==> src/rtl/dma_arb_pkg.sv <==
package dma_arb_pkg;

    typedef enum logic [1:0] {
        SLOT_XLT = 2'd0,
        SLOT_SCR = 2'd1,
        SLOT_DAT = 2'd2
    } slot_e;

    typedef enum logic {
        ST_IDLE = 1'b0,
        ST_BUSY = 1'b1
    } arb_state_e;

    typedef struct packed {
        logic  valid;
        slot_e slot;
    } pick_t;

    localparam int SCR_BURST    = 4;
    localparam int XLT_BURST    = 2;
    localparam int CODE_SCR     = 0;
    localparam int CODE_XLT     = 1;
    localparam int CODE_DATA0   = 2;
    localparam int NUM_SLOTS    = 3;

    function automatic slot_e slot_plus(slot_e s, int k);
        logic [1:0] v;
        v = 2'((int'(s) + k) % NUM_SLOTS);
        return slot_e'(v);
    endfunction

endpackage

==> src/rtl/dma_arb_queue.sv <==
module dma_arb_queue
    import dma_arb_pkg::*;
#(
    parameter int N_DATA = 8
) (
    input  logic                      clk,
    input  logic                      rst,
    input  logic [N_DATA-1:0]         ready,
    input  logic                      deq,
    output logic [$clog2(N_DATA)-1:0] head_ch,
    output logic                      nonempty
);
    localparam int IW = (N_DATA > 1) ? $clog2(N_DATA) : 1;
    localparam int CW = $clog2(N_DATA + 1);

    logic [IW-1:0]     slots [N_DATA];
    logic [IW-1:0]     head, tail;
    logic [CW-1:0]     count;
    logic [N_DATA-1:0] member;
    logic [N_DATA-1:0] fresh;
    logic [N_DATA-1:0] leave;
    logic [IW-1:0]     wpos [N_DATA];
    logic [CW-1:0]     nfresh;

    assign fresh    = ready & ~member;
    assign head_ch  = slots[head];
    assign nonempty = (count != '0);

    always_comb begin
        leave = '0;
        if (deq) leave[slots[head]] = 1'b1;
    end

    // arrivals of one cycle take consecutive tail positions, lowest index first
    always_comb begin
        nfresh = '0;
        for (int i = 0; i < N_DATA; i++) begin
            wpos[i] = IW'((int'(tail) + int'(nfresh)) % N_DATA);
            nfresh  = nfresh + CW'(fresh[i]);
        end
    end

    always_ff @(posedge clk) begin
        if (rst) begin
            head   <= '0;
            tail   <= '0;
            count  <= '0;
            member <= '0;
            for (int i = 0; i < N_DATA; i++) slots[i] <= '0;
        end else begin
            for (int i = 0; i < N_DATA; i++) begin
                if (fresh[i]) slots[wpos[i]] <= IW'(i);
            end
            tail   <= IW'((int'(tail) + int'(nfresh)) % N_DATA);
            if (deq) head <= IW'((int'(head) + 1) % N_DATA);
            count  <= count + nfresh - CW'(deq);
            member <= (member & ~leave) | fresh;
        end
    end


    member_count_chk: assert property (@(posedge clk) disable iff (rst)
        int'(count) == $countones(member));


    deq_nonempty_chk: assert property (@(posedge clk) disable iff (rst)
        deq |-> (count != '0));

endmodule

==> src/rtl/dma_arb_rr_pick.sv <==
module dma_arb_rr_pick
    import dma_arb_pkg::*;
(
    input  slot_e rr,
    input  logic  scr_req,
    input  logic  xlt_req,
    input  logic  dat_req,
    output pick_t pick
);
    slot_e cand;
    logic  cand_req;

    always_comb begin
        pick     = '{valid: 1'b0, slot: rr};
        cand     = rr;
        cand_req = 1'b0;
        for (int k = 0; k < NUM_SLOTS; k++) begin
            cand = slot_plus(rr, k);
            unique case (cand)
                SLOT_XLT: cand_req = xlt_req;
                SLOT_SCR: cand_req = scr_req;
                default:  cand_req = dat_req;
            endcase
            if (!pick.valid && cand_req) begin
                pick.valid = 1'b1;
                pick.slot  = cand;
            end
        end
    end

endmodule

==> src/rtl/dma_bus_arbiter.sv <==
module dma_bus_arbiter
    import dma_arb_pkg::*;
#(
    parameter int N_DATA = 8,
    parameter int LEN_W  = 8,
    parameter int CH_W   = $clog2(N_DATA + 2)
) (
    input  logic                    clk,
    input  logic                    rst,
    input  logic                    scr_req,
    input  logic                    xlt_req,
    input  logic [N_DATA-1:0]       data_ready,
    input  logic [N_DATA*LEN_W-1:0] data_burst,
    input  logic                    bus_gnt_n,
    input  logic                    xfer_done,
    input  logic                    xfer_retry,
    output logic                    bus_req,
    output logic                    xfer_start,
    output logic [CH_W-1:0]         xfer_chan,
    output logic [LEN_W-1:0]        xfer_len
);
    localparam int IW = (N_DATA > 1) ? $clog2(N_DATA) : 1;

    arb_state_e st;
    slot_e      rr;
    slot_e      cur_slot;
    pick_t      pick;
    logic       q_nonempty;
    logic [IW-1:0] q_head;
    logic       deq;

    assign deq     = (st == ST_BUSY) && xfer_done && !xfer_retry && (cur_slot == SLOT_DAT);
    assign bus_req = scr_req | xlt_req | q_nonempty;

    dma_arb_queue #(.N_DATA(N_DATA)) queue_i (
        .clk      (clk),
        .rst      (rst),
        .ready    (data_ready),
        .deq      (deq),
        .head_ch  (q_head),
        .nonempty (q_nonempty)
    );

    dma_arb_rr_pick pick_i (
        .rr      (rr),
        .scr_req (scr_req),
        .xlt_req (xlt_req),
        .dat_req (q_nonempty),
        .pick    (pick)
    );

    always_ff @(posedge clk) begin
        if (rst) begin
            st         <= ST_IDLE;
            rr         <= SLOT_XLT;
            cur_slot   <= SLOT_XLT;
            xfer_start <= 1'b0;
            xfer_chan  <= '0;
            xfer_len   <= '0;
        end else begin
            unique case (st)
                ST_IDLE: begin
                    if (!bus_gnt_n && pick.valid) begin
                        xfer_start <= 1'b1;
                        cur_slot   <= pick.slot;
                        st         <= ST_BUSY;
                        unique case (pick.slot)
                            SLOT_SCR: begin
                                xfer_chan <= CH_W'(CODE_SCR);
                                xfer_len  <= LEN_W'(SCR_BURST);
                            end
                            SLOT_XLT: begin
                                xfer_chan <= CH_W'(CODE_XLT);
                                xfer_len  <= LEN_W'(XLT_BURST);
                            end
                            default: begin
                                xfer_chan <= CH_W'(CODE_DATA0 + int'(q_head));
                                xfer_len  <= data_burst[int'(q_head)*LEN_W +: LEN_W];
                            end
                        endcase
                    end
                end
                default: begin
                    xfer_start <= 1'b0;
                    if (xfer_done) begin
                        st <= ST_IDLE;
                        rr <= slot_plus(cur_slot, 1);
                    end
                end
            endcase
        end
    end


    start_after_grant_chk: assert property (@(posedge clk) disable iff (rst)
        xfer_start |-> $past(!bus_gnt_n));


    start_pulse_chk: assert property (@(posedge clk) disable iff (rst)
        xfer_start |=> !xfer_start);


    req_before_start_chk: assert property (@(posedge clk) disable iff (rst)
        xfer_start |-> $past(bus_req));


    no_start_while_busy_chk: assert property (@(posedge clk) disable iff (rst)
        (st == ST_BUSY && !xfer_done) |=> !xfer_start);

endmodule

==> config.mk <==
export PLATFORM = sky130hd
export DESIGN_NAME = dma_bus_arbiter
export DESIGN_NICKNAME = d
export VERILOG_FILES = /design/src/rtl/dma_arb_pkg.sv /design/src/rtl/dma_arb_queue.sv /design/src/rtl/dma_arb_rr_pick.sv /design/src/rtl/dma_bus_arbiter.sv
export SDC_FILE = /design/constraint.sdc
export NUM_CORES = 1
export LEC_CHECK = 0
export BUFFER_PORTS_ARGS = -buffer_cell sky130_fd_sc_hd__buf_2
export CAP_MARGIN = 20
export CELL_PAD_IN_SITES_DETAIL_PLACEMENT = 1
export CELL_PAD_IN_SITES_GLOBAL_PLACEMENT = 2
export CORE_MARGIN = 10
export CORE_UTILIZATION = 37
export DETAILED_ROUTE_END_ITERATION = 10
export GPL_TIMING_DRIVEN = 0
export PLACE_DENSITY_LB_ADDON = 0.12
export SLEW_MARGIN = 20
export SYNTH_ARGS = -nofsm -noshare
export SYNTH_HDL_FRONTEND = slang
export SYNTH_HIERARCHICAL = 1
export SYNTH_SLANG_ARGS = --single-unit
export TNS_END_PERCENT = 10
==> constraint.sdc <==
create_clock -name clk -period 9 [get_ports clk]
set_input_delay 1.35 -clock clk [delete_from_list [all_inputs] [get_ports clk]]
set_output_delay 1.35 -clock clk [all_outputs]
set_load 0.02 [all_outputs]
Word-level counts from Yosys, hierarchy flattened
Memory sizes are Yosys's and may differ from the RTL's. A register that Yosys moved wholly into a read port is not among the register bits. Cells that the tools add are included.

Add/subtract/negate cells: 22. Div/mod/pow operators: 4. Magnitude comparators: 2. Eq/ne operators: 5. Shift-type cells: 1. Mux-type cells: 66. Bitwise operators: 8. Reductions and logical operators: 27.

Operator list (number): $mod 32x3->32 const B (3); $shiftx 64x7->8 (1); $mux 3 (21); $mux 1 (38); $mod 3x3->32 const B (1); $reduce_or 3->1 (8); $add 3x3->3 (7); $add 4x1->4 (5); $and 8x8->8 (2); $not 8->8 (2); $pmux 8 s2 (1); $eq 2x1->1 const B (4); $logic_not 2->1 (4); $mux 8 (1); $or 8x8->8 (1); $pmux 4 s2 (1); $logic_and 1x1->1 (7); $add 2x1->3 const B (2); $pmux 1 s2 (3); $add 2x3->4 const A (1); $add 4x4->4 (1); $logic_not 1->1 (4); $lt 3x4->1 const B (1); $reduce_and 2->1 (2); 13 further kinds (14).

Bits in registers: 36. RAM bits: 24. Input port bits: 79. Output and inout port bits: 14. Logic and storage cells: 146. Memories kept: 1.

Memories: queue_i.slots (depth 8, bits a word 3, rd ports 1, clocked after Yosys merged registers in 1, write ports 8, line dma_arb_queue.sv:16) `logic [IW-1:0] slots [N_DATA];`.

Logic depth before layout (Yosys ltp)
Gate-level depths: netlist of run 1.

Depth after elaboration: 13. Gate-level depth with buffers: 19. Gate-level depth less buffers: 18.

By module
Netlist of run 1, hierarchy kept.

Modules (own cells, without submodules): dma_arb_queue (times used 1, cells an instance 417, area an instance 3567.2 µm², sequential area each 900.9 µm²); dma_bus_arbiter (times used 1, cells an instance 124, area an instance 1223.7 µm², sequential area each 360.3 µm²); dma_arb_rr_pick (times used 1, cells an instance 31, area an instance 236.5 µm², sequential area each 0.0 µm²).

Worst setup path after synthesis of run 1
OpenSTA, ideal clock, no wires.

Kind: input-to-reg. Start: in data_ready[0]. End: reg queue_i.count[3]. Setup time: 119 ps. Data arrival time: 5611 ps. Required time: 8881 ps. Setup slack: 3270 ps. Cell stages on the path: 19. Buffers on the path: 1. Cells stage by stage: nor2b_1 clkbuf_1 xor3_1 ha_1 fa_1 ha_1 ha_1 ha_1 ha_1 inv_1 ha_1 inv_1 ha_1 a21o_1 a21oi_1 xnor2_1 xnor2_1 o21bai_1 nand2_1.

Cells in the longest elaborated chain, start to end: 10.

RTL lines: from (decl) (line dma_bus_arbiter.sv:12) `input logic [N_DATA-1:0] data_ready,`; $and 8x8->8 (line dma_arb_queue.sv:25) `assign fresh = ready & ~member;`; $add 1x1->2 (line dma_arb_queue.sv:39) `nfresh = nfresh + CW'(fresh[i]);`; $add 2x1->3 (line dma_arb_queue.sv:39); $add 4x1->4 (5 in series) (line dma_arb_queue.sv:39); $add 4x4->4 (line dma_arb_queue.sv:56) `count <= count + nfresh - CW'(deq);`; $sub 4x1->4 (line dma_arb_queue.sv:56); to (signal assigned) (line dma_arb_queue.sv:56); to (decl) (line dma_arb_queue.sv:18) `logic [CW-1:0] count;`.

No other way between the ends. A chain may end at the register's enable or synchronous reset.

Worst setup path in the final report of run 1
Same ends and word-level chain as after synthesis.

==> results of run 1 <==
## cells in the final DEF (no fill, tap or decap), drive strengths merged, types with 3 or more instances in the layout
master / n
mux4: 16
xnor3: 3
nand3b: 3
xnor2: 20
o21bai: 3
nand4b: 3
nor2: 52
and3: 4
inv: 21
and2: 4
xor2: 12
a21oi: 36
mux2: 8
and3b: 4
o22ai: 3
nor3b: 12
a21boi: 6
a22oi: 13
ha: 31
o21ai: 26
nand3: 18
buf: 104
fa: 9
mux2i: 15
clkbuf: 25
a311oi: 5
nor2b: 22
a32oi: 5
nor3: 16
dfxtp: 63
a211oi: 3
nand2b: 17
nand2: 53
a31oi: 12
## through the flow
step                      std cells  util (%)  instance area [um2]  setup WS [ps]
after detailed placement        840      42.9                 5710           2640
after global placement          840      42.9                 5710           2780
final                           856      45.4                 6030           3030
after global routing            856      45.4                 6030           2740
after CTS                       856      45.4                 6030           2990
after floorplan                 572         -                 5030           3270
## sequential cells by signal, indices dropped and copies added, names as in the netlist, named ones only
register	count
cur_slot	2
queue_i/count	4
queue_i/head	3
queue_i/member	8
queue_i/slots	24
queue_i/tail	3
rr	2
st	1
xfer_chan	4
xfer_len	8
xfer_start	1
## worst max-delay path by stage
stage | slack (ps) | depth (start not counted) | startpoint | endpoint
5_1_grt | 2740 | 20 | data_ready[0] | queue_i/count[3]
6_report | 3030 | 20 | data_ready[0] | queue_i/count[3]
2_1_floorplan | 3270 | 19 | data_ready[0] | queue_i/count[3]
3_3_place_gp | 2780 | 20 | data_ready[0] | queue_i/count[3]
3_5_place_dp | 2640 | 20 | data_ready[0] | queue_i/count[3]
4_1_cts | 2990 | 20 | data_ready[0] | queue_i/count[3]
## kinds of logic (layout without fill, tap and decap cells)
kind of cell,after synthesis,after routing
flops,63,63
buf+inv,45,153
simple gates,220,220
mux,39,39
compound gates,129,129
fa+ha+maj,40,40
xor+xnor,36,36
## critical path, stage by stage
cell and delay, ps:
sky130_fd_sc_hd__buf_2 90, sky130_fd_sc_hd__nor2b_1 120, sky130_fd_sc_hd__clkbuf_1 310, sky130_fd_sc_hd__xor3_1 400, sky130_fd_sc_hd__ha_1 280, sky130_fd_sc_hd__fa_1 520
sky130_fd_sc_hd__ha_1 400, sky130_fd_sc_hd__ha_1 370, sky130_fd_sc_hd__ha_1 380, sky130_fd_sc_hd__ha_1 340, sky130_fd_sc_hd__inv_1 50, sky130_fd_sc_hd__ha_1 320
sky130_fd_sc_hd__inv_1 60, sky130_fd_sc_hd__ha_1 290, sky130_fd_sc_hd__a21o_1 170, sky130_fd_sc_hd__a21oi_1 220, sky130_fd_sc_hd__xnor2_1 170, sky130_fd_sc_hd__xnor2_1 150
sky130_fd_sc_hd__o21bai_1 140, sky130_fd_sc_hd__nand2_1 70
## cell type report
class,count,share of cell area (%)
clock buffer,13,4.31
tap,176,3.65
clock inverter,3,1.08
timing repair buffer,92,7.63
buffer,24,2.07
inverter,21,1.31
sequential,63,20.9
multi-input combinational,464,59.0
## power breakdown
group          internal (uW)  total (uW)  leakage, uW  switching, uW
sequential               346         404     0.000518           58.1
combinational            419         986      0.00184            566
clock                    257         382     0.000160            125
## layer usage
layer	routed length, um	global-route usage, %
met5	0	0
met4	280	5.80
met3	1210	4.51
met2	8270	32.3
met1	7370	22.4
==> results.md, run 1 <==
- Most common cell in the netlist: sky130_fd_sc_hd__dfxtp_1
- Simple-gate area share of the yosys netlist: 22.4%
- Proportion of netlist area held by the largest area contributor: 25.1%
- Clock tree skew after final layout: 9.32 ps
- Leading post-synthesis cells by instance count: sky130_fd_sc_hd__dfxtp_1 (63), sky130_fd_sc_hd__nand2_1 (53), sky130_fd_sc_hd__nor2_1 (52), sky130_fd_sc_hd__a21oi_1 (36), sky130_fd_sc_hd__ha_1 (31)
- Leading register cell type out of synthesis: sky130_fd_sc_hd__dfxtp_1
- Maximum count of clock buffers along a single path: 2
- Count of cells along the worst register-to-register path: 19
- Nature of the critical path endpoint: flip-flop
- Unrepaired setup endpoints after global routing: false
- Asr flop ratio synth: 0%
- Fraction of final layout cells sized beyond drive strength 1: between 20% and 30%
- Minimum clock period: 5970 ps
- Root Buffer Master: sky130_fd_sc_hd__clkbuf_16
- Number of DRC markers after the initial detailed-route iteration: 235
- Transition time at the pin with the least slew margin: 941 ps
- Number of iterations in the first detailed-routing pass: 4
- Final net count: around 790
- Area grow syn2layout: 20.0%
- CTS buffer count: 9
- CTS H-tree depth: 3
- Portion of netlist area occupied by mux cells: 12.1%
- Syn Nets: approximately 690
- Synthesis Warnings: 6
- Slew Viols, Final: 0
- Hold-critical path endpoint: queue_i/member[4]
- Fill cell instance count of the final layout: 1,608
- Number of enable flip-flop cells after synthesis: 0
- Drt drc: 0
- Tcrit/Tclk final: 66.4%
- Yosys top cell by area: sky130_fd_sc_hd__dfxtp_1
- Routed wire length per instance: 20.0 um
- Share of the synthesized area in compound gates (AO/OA/AOI/OAI): 16.8%
- Initial antenna violation count: 0
- Antenna diode instance count: 0
- Adder and majority gate portion of the synthesized area: 11.3%
- Initial Utilization: a little under two fifths
- Cell types with the largest area share after synthesis: sky130_fd_sc_hd__dfxtp_1 (25%), sky130_fd_sc_hd__ha_1 (7.7%), sky130_fd_sc_hd__mux4_2 (6.7%), sky130_fd_sc_hd__nand2_1 (4.0%), sky130_fd_sc_hd__nor2_1 (3.9%)
- Post-synthesis share of cell area spent on xor and xnor gates: 8.24%
- Clock sink count: 63
- Data arrival time of the critical path: just over 6000 ps
- CTS tree: built
- Mean area per synthesized cell: just under 9 um2
- Total Routing Usage GR: 18.7%
- Die H: 137 um
- Min-Delay Path Class: reg2reg
- IO Port Bufs: 92
- Max Fanout on Critical Path: 6
- Worst hold margin: about 450 ps
- Number of buffers inserted by hold repair at cts: 0
- Power density over cell area: 294 nW/um2
- Worst flop-to-flop path startpoint: queue_i/member[0]
- Number of distinct library cell variants in the gate-level netlist after synthesis: 69
- Global-route wire length before repair: 27.2 mm
- Relative slew margins: 37.1%
- Number of global-route vias before repair: 5,009
- Horizontal die dimension: 137 um
- FF-to-FF setup slack: 3800 ps
- Netlist area before placement: 5030 um2
- Sequential element share of the synthesized area: approximately a quarter
- Post-DRT Antenna Nets: 0
- Final-layout setup total negative slack: 0 ps
- Number of cell rows: 42
- Outcome: finished clean
- Average via count per standard cell: ~5.5
- Overflow left after global routing: 0
- Destination of the worst register-to-register timing path: queue_i/count[3]
- Detailed Route WL: 17.1 mm
- Hold Path Cell Cnt: 2
- Post-synthesis cell count: around 570
- Total of flip-flops plus latches after synthesis: 63
- Final number of setup-violating endpoints: 0
- Worst setup path class: in2reg
- Half-perimeter wire length after detailed placement: 14.3 mm
- Number of hold-slack violations in the final timing report: 0
- Source-to-sink clock delay at the later pin of the worst-skew pair: 340 ps
- Startpoint types: primary input
- Maximum number of pins on one net before global-route repair: 14
- Worst-path clk slew: around 50 ps
- Achievable clock frequency: roughly 170 MHz
- Main combinational cell family by area after synthesis: simple AND/OR/NAND/NOR gates
- Via Count: 4,733
- Post-CTS setup buffers: 0
- Number of max-cap violations: 0
- Placer congestion estimate: 0.966
- Ports: just over 90
- Critical path data required time: 9220 ps
- PnR Total Power: between 1500 and 2000 uW
- Area of the core: between 10,000 and 15,000 um2
- Floorplan die area: 18,700 um2
- CTS-repair resized insts: 0
- Highest ir drop seen on vdd: 163 uV
- Multi-input gate area in the final layout: 3560 um2
- Leakage dissipation: ~0.0025 uW
- Sequential cell area: around 1300 um2
- Start point of the worst min-delay path: queue_i/member[4]
Note: power is estimated with default switching activity, not from simulation.
==> inputs of run 2 (changes only) <==
--- a/config.mk
+++ b/config.mk
@@ -10,7 +10,7 @@
 export CELL_PAD_IN_SITES_DETAIL_PLACEMENT = 1
 export CELL_PAD_IN_SITES_GLOBAL_PLACEMENT = 2
 export CORE_MARGIN = 10
-export CORE_UTILIZATION = 37
+export CORE_UTILIZATION = 34
 export DETAILED_ROUTE_END_ITERATION = 10
 export GPL_TIMING_DRIVEN = 0
 export PLACE_DENSITY_LB_ADDON = 0.12
==> constraint.sdc (replaced) <==
create_clock -name clk -period 5.6 [get_ports clk]
set_input_delay 0.84 -clock clk [delete_from_list [all_inputs] [get_ports clk]]
set_output_delay 0.84 -clock clk [all_outputs]
set_load 0.02 [all_outputs]
==> results.md, run 2 (synthesized netlist as in run 1, its figures left out) <==
- CTS tree: built
- Series of cell instances along the critical path: buf_2, nor2b_1, clkbuf_2, xor3_1, ha_1, fa_1, ha_1, ha_1, ha_1, ha_1, inv_1, ha_1, inv_1, ha_1, a21o_1, a21oi_1, xnor2_1, xnor2_1, o21bai_1, nand2_1
- CTS H-tree depth: 3 (unchanged)
- Outcome: finished clean
- Final number of setup-violating endpoints: 0 (unchanged)
- Nature of the critical path endpoint: flip-flop
- Worst setup path class: in2reg
- Number of global-route vias before repair: 4,956 (-1.1%)
- Number of DRC markers after the initial detailed-route iteration: 167 (-29%)
- Overflow left after global routing: 0 (unchanged)
- Root Buffer Master: sky130_fd_sc_hd__clkbuf_16
- Post-DRT Antenna Nets: 0 (unchanged)
- Slowest Stage Delay on Critical Path: 530 ps (about the same)
- Critical-path top delay cell: sky130_fd_sc_hd__fa_1
- Worst path top cell family by delay: adder cells
- Ports: 93 (unchanged)
- Via Count: 4,708 (-0.53%)
- Floorplan die area: 20,100 um2 (+7.5%)
- Relative slew margins: 41.9% (+4.8 points)
- Relative contribution of sequential cells to total power: 22.5% (-0.3 points)
- Area of the core: 14,500 um2 (+9.3%)
- Horizontal die dimension: 142 um (+3.7%)
- Power density over cell area: 476 nW/um2 (+62%)
- Unrepaired setup endpoints after global routing: false
- Max FFs per register: 24 (unchanged)
- Most flop-heavy register: queue_i/slots
- Final net count: 794 (unchanged)
- Antenna diode instance count: 0 (unchanged)
- Critical path data required time: 5830 ps (-3390 ps)
- Pre-CTS setup slack: -197 ps (-2840 ps)
- Proportion of power drawn by combinational gates: 54.6% (-1.1 points)
- Drt drc: 0 (unchanged)
- Number of max-cap violations: 0 (unchanged)
- Source-to-sink clock delay at the later pin of the worst-skew pair: 340 ps (about the same)
- Placer congestion estimate: 0.864 (-11%)
- Maximum number of pins on one net before global-route repair: 14 (unchanged)
- Highest ir drop seen on vdd: 272 uV (+67%)
- Achievable clock frequency: ~190 MHz
- Multi-input gate area in the final layout: 3570 um2 (+0.14%)
- Global-route wire length before repair: 27.3 mm (+0.23%)
- Fraction of the core area covered by cells at the end of the flow: 41.8% (-3.6 points)
- Proportion of power drawn by the clock network: 22.8% (+1.3 points)
- IO Port Bufs: 92 (unchanged)
- Worst-path clk slew: 60 ps (about the same)
- Reported net switching power: 1210 uW (+62%)
- Sequential cell area: 1260 um2 (unchanged)
- Worst path buffer plus inverter count: 4 (unchanged)
- CTS buffer count: 9 (unchanged)
- Die H: 142 um (+3.7%)
- Half-perimeter wire length after detailed placement: 14.5 mm (+1.6%)
- Leakage dissipation: 0.00253 uW (+0.48%)
- Startpoint types: primary input
- Fraction of final layout cells sized beyond drive strength 1: 23.2% (+0.59 points)
- PnR Total Power: 2890 uW (+63%)
- Switching part of the total power: 42.0% (-0.26 points)
- Post-route setup slack: 349 ps (-2680 ps)
- Clock sink count: 63 (unchanged)
- Transition time at the pin with the least slew margin: 870 ps (-71.4 ps)
- Minimum clock period: roughly 5300 ps
- Average via count per standard cell: 5.45 (-1.4%)
- Leading cell type in the layout, fill and taps excluded: sky130_fd_sc_hd__buf_2
- Fill cell instance count of the final layout: 1,739 (+8.1%)
- Internal power consumption: 1670 uW (+64%)
- Total Routing Usage GR: 17.1% (-1.6 points)
- Max Fanout on Critical Path: 6 (unchanged)
- Leading cell types in the layout, fill and taps excluded: sky130_fd_sc_hd__buf_2 (96), sky130_fd_sc_hd__dfxtp_1 (63), sky130_fd_sc_hd__nand2_1 (53), sky130_fd_sc_hd__nor2_1 (52), sky130_fd_sc_hd__a21oi_1 (36)
- Number of hold-slack violations in the final timing report: 0 (unchanged)
- Post-CTS setup buffers: 0 (unchanged)
- Slew Viols, Final: 0 (unchanged)
- Routed wire length per instance: 20.0 um (+0.21%)
- Initial antenna violation count: 0 (unchanged)
- Crit path top cell by count: sky130_fd_sc_hd__ha_1
- Initial Utilization: 34.6% (-3.2 points)
- Data arrival time of the critical path: 5480 ps (-720 ps)
- Number of cell rows: 44 (+4.8%)
- Regs by FF count: queue_i/slots x24, queue_i/member x8, xfer_len x8
- Detailed Route WL: 17.3 mm (+1.1%)
- Area grow syn2layout: 20.8%
- Maximum count of clock buffers along a single path: 2 (unchanged)
- Number of iterations in the first detailed-routing pass: 4 (unchanged)
- Tcrit/Tclk final: a little over nine tenths
- Min-Delay Path Class: reg2reg
- Clock tree skew after final layout: 7.12 ps (-2.20 ps)
run 2: worst register-to-register path, stage by stage (launching register included):
cell                       delay, ps
sky130_fd_sc_hd__dfxtp_1         380
sky130_fd_sc_hd__nand2b_1        170
sky130_fd_sc_hd__xor3_1          540
sky130_fd_sc_hd__ha_1            280
sky130_fd_sc_hd__fa_1            530
sky130_fd_sc_hd__ha_1            380
sky130_fd_sc_hd__ha_1            360
sky130_fd_sc_hd__ha_1            380
sky130_fd_sc_hd__ha_1            350
sky130_fd_sc_hd__inv_1            60
sky130_fd_sc_hd__ha_1            310
sky130_fd_sc_hd__inv_1            50
sky130_fd_sc_hd__ha_1            280
sky130_fd_sc_hd__a21o_1          160
sky130_fd_sc_hd__a21oi_1         180
sky130_fd_sc_hd__xnor2_1         160
sky130_fd_sc_hd__xnor2_1         150
sky130_fd_sc_hd__o21bai_1        130
sky130_fd_sc_hd__nand2_1          70
run 2: path summary, 6_finish.rpt:
| kind | startpoint | end | slack, ps | cells after the start |
|---|---|---|---|---|
| hold / removal | xfer_chan[3] | xfer_chan[3] | 450 | 2 |
| hold reg to reg | xfer_chan[3] | xfer_chan[3] | 450 | 2 |
| setup reg to reg | queue_i/member[2] | queue_i/count[3] | 560 | 18 |
| setup / recovery | data_ready[0] | queue_i/count[3] | 350 | 20 |
run 2: layout make-up:
class,count,share of cell area [%]
multi-input cells,464,58.8
flip-flops and latches,63,20.8
repair buffers,92,7.58
clock buffers,10,3.94
well taps,184,3.79
plain buffers,24,2.08
clock inverters,6,1.77
inverters,21,1.30
run 2: metal layers:
metal	GRT usage [%]	part of all wire, %	vias to the layer above
met5	0	0	-
met4	4.46	1.4	0
met3	4.44	5.4	15
met2	29.1	48	105
met1	21.0	45	2306
li1	-	-	2282
run 2: power groups by stage:
stage               registers [uW]  clock network, uW  logic (uW)
floorplan                      634                  0        1180
global placement               655                  0        1540
detailed placement             658                  0        1580
CTS                            651                676        1600
global route                   664                694        1780
finish                         651                660        1580
run 2: per-stage QoR:
step / cells / TNS [ps] / cell area [um2] / hold WS (ps)
2_1_floorplan: 572 / 0 / 5030 / 430
4_1_cts: 864 / 0 / 6070 / 455
3_3_place_gp: 848 / -94.7 / 5720 / 438
5_1_grt: 864 / 0 / 6070 / 481
3_5_place_dp: 848 / -197 / 5720 / 446
6_report: 864 / 0 / 6070 / 451
run 2: repair_timing:
item / in CTS / in global routing
hold buffers: 0 / 0
resized for setup: 0 / 2
endpoints found under the setup margin: 0 / 1
==> inputs of run 3 (changes only) <==
==> constraint.sdc (replaced) <==
create_clock -name clk -period 5.6 [get_ports clk]
set_input_delay 0.56 -clock clk [delete_from_list [all_inputs] [get_ports clk]]
set_output_delay 0.56 -clock clk [all_outputs]
set_load 0.02 [all_outputs]
==> results.md, run 3 (synthesized netlist as in run 1, its figures left out) <==
- Startpoint types: flip-flop
- Leakage dissipation: 0.00253 uW (-0.12%)
- Worst setup path class: reg2reg
- Area grow syn2layout: 20.7% (about the same)
- Slowest Stage Delay on Critical Path: 530 ps (about the same)
- CTS buffer count: 9 (unchanged)
- Dpl cells: 848 (unchanged)
- Maximum count of clock buffers along a single path: 2 (unchanged)
- Worst flop-to-flop path startpoint: queue_i/member[0]
- Min-Delay Path Class: reg2reg
- Max Fanout on Critical Path: 6 (unchanged)
- Minimum clock period: 5140 ps (-113 ps)
- Regs by FF count: queue_i/slots x24, queue_i/member x8, xfer_len x8
- Area of the core: 14,500 um2 (unchanged)
- Leading cell type in the layout, fill and taps excluded: sky130_fd_sc_hd__buf_2
- IO Port Bufs: 92 (unchanged)
- Post-route setup slack: 462 ps (+113 ps)
- Crit path top cell by count: sky130_fd_sc_hd__ha_1
- Number of max-cap violations: 0 (unchanged)
- Leading cell types in the layout, fill and taps excluded: sky130_fd_sc_hd__buf_2 (96), sky130_fd_sc_hd__dfxtp_1 (63), sky130_fd_sc_hd__nand2_1 (53), sky130_fd_sc_hd__nor2_1 (52), sky130_fd_sc_hd__a21oi_1 (36)
- Final net count: 794 (unchanged)
- Source-to-sink clock delay at the later pin of the worst-skew pair: 340 ps (about the same)
- Fraction of final layout cells sized beyond drive strength 1: 23.1% (-0.15 points)
- Maximum number of pins on one net before global-route repair: 14 (unchanged)
- Nature of the critical path endpoint: flip-flop
- Worst-path clk slew: 60 ps (about the same)
- Clock tree skew after final layout: 7.12 ps (-0.000470 ps)
- Number of buffers inserted by hold repair at cts: 0 (unchanged)
- Drt drc: 0 (unchanged)
- Global-route wire length before repair: 27.3 mm (unchanged)
- Final number of setup-violating endpoints: 0 (unchanged)
- Critical path data required time: 5830 ps (about the same)
- Transition time at the pin with the least slew margin: 864 ps (-5.92 ps)
- Fill cell instance count of the final layout: 1,740 (+0.058%)
- Ports: 93 (unchanged)
- Power density over cell area: 476 nW/um2 (about the same)
- Routed wire length per instance: 20.1 um (about the same)
- Detailed Route WL: 17.3 mm (about the same)
- Unrepaired setup endpoints after global routing: false
- CTS H-tree depth: 3 (unchanged)
- Data arrival time of the critical path: 5370 ps (-110 ps)
- Die H: 142 um (unchanged)
- Max FFs per register: 24 (unchanged)
- Highest ir drop seen on vdd: 272 uV (-0.20%)
- Post-CTS setup buffers: 0 (unchanged)
- Root Buffer Master: sky130_fd_sc_hd__clkbuf_16
- Tcrit/Tclk final: 91.7% (-2.0 points)
- CTS-repair resized insts: 0 (unchanged)
- Number of iterations in the first detailed-routing pass: 4 (unchanged)
- Clock sink count: 63 (unchanged)
- Final Non-Filler Cells: 864 (unchanged)
- Number of DRC markers after the initial detailed-route iteration: 167 (unchanged)
- Horizontal die dimension: 142 um (unchanged)
- Relative slew margins: 42.3% (+0.40 points)
- Pre-CTS setup slack: 82.6 ps (+280 ps)
- Floorplan die area: 20,100 um2 (unchanged)
- Overflow left after global routing: 0 (unchanged)
- Antenna diode instance count: 0 (unchanged)
- Most flop-heavy register: queue_i/slots
- Half-perimeter wire length after detailed placement: 14.5 mm (unchanged)
- Initial antenna violation count: 0 (unchanged)
- Number of cell rows: 44 (unchanged)
- PnR Total Power: 2890 uW (about the same)
- Count of cells along the worst register-to-register path: 19 (+1)
- Initial Utilization: 34.6% (unchanged)
- Total Routing Usage GR: 17.1% (unchanged)
- Fraction of the core area covered by cells at the end of the flow: 41.8% (about the same)
- Placer congestion estimate: 0.864 (unchanged)
- Series of cell instances along the critical path: nor2b_1, clkbuf_1, xor3_1, ha_1, fa_1, ha_1, ha_1, ha_1, ha_1, inv_1, ha_1, inv_1, ha_1, a21o_1, a21oi_1, xnor2_1, xnor2_1, o21bai_1, nand2_1
- Destination of the worst register-to-register timing path: queue_i/count[3]
- Average via count per standard cell: 5.45 (about the same)
- Origin of the worst setup path: queue_i/member[0]
- Post-DRT Antenna Nets: 0 (unchanged)
- Critical Path Sink: queue_i/count[3]
- Number of hold-slack violations in the final timing report: 0 (unchanged)
- FF-to-FF setup slack: 460 ps (-100 ps)
- Slew Viols, Final: 0 (unchanged)
- Critical-path top delay cell: sky130_fd_sc_hd__fa_1
- Final-layout setup total negative slack: 0 ps (unchanged)
- CTS tree: built
- Achievable clock frequency: 195 MHz (+2.2%)
- Outcome: finished clean
- Number of global-route vias before repair: 4,956 (unchanged)
- Via Count: 4,711 (+0.064%)
run 3: cell type report:
class / instances / area (um2) / share of cell area, %
multi-input cells: 464 / 3570 / 58.8
repair buffers: 92 / 460 / 7.59
clock buffers: 10 / 239 / 3.94
inverters: 21 / 78.8 / 1.30
clock inverters: 6 / 108 / 1.77
well taps: 184 / 230 / 3.79
flip-flops and latches: 63 / 1260 / 20.8
plain buffers: 24 / 125 / 2.06
run 3: worst min path at each step:
stage,startpoint,to,slack [ps],cells past startpoint
3_5_place_dp,queue_i/member[4],queue_i/member[4],450,2
6_report,xfer_chan[3],xfer_chan[3],450,2
5_1_grt,queue_i/member[4],queue_i/member[4],480,2
2_1_floorplan,queue_i/slots[3][2],queue_i/slots[3][2],430,2
4_1_cts,queue_i/member[4],queue_i/member[4],450,2
3_3_place_gp,xfer_chan[1],xfer_chan[1],440,2
run 3: metal layers:
layer	wire length, um	vias up	track usage [%]	part of all wire (%)
li1	-	2282	-	-
met1	7770	2305	21.0	45
met2	8330	109	29.1	48
met3	972	15	4.44	5.6
met4	248	0	4.46	1.4
met5	0	-	0	0
run 3: worst max-delay path, delay by kind of cell (launching register included):
kind	cells	cell delay [ps]
AND/OR/NAND/NOR	2	200
adder cells (fa/ha/maj)	8	2870
AO/OA/AOI/OAI	3	470
buffers and inverters	3	430
XOR/XNOR	3	710
flip-flops	1	340
run 3: stage by stage:
stage / instance area (um2) / hold WS [ps]
6_report: 6070 / 451
5_1_grt: 6070 / 481
4_1_cts: 6070 / 455
3_5_place_dp: 5720 / 446
3_3_place_gp: 5720 / 438
2_1_floorplan: 5030 / 430
run 3: power breakdown:
group / leakage, uW / switching [uW] / total (uW) / internal, uW
clock network: 0.000168 / 215 / 660 / 445
registers: 0.000518 / 95.0 / 651 / 556
logic: 0.00184 / 904 / 1580 / 674
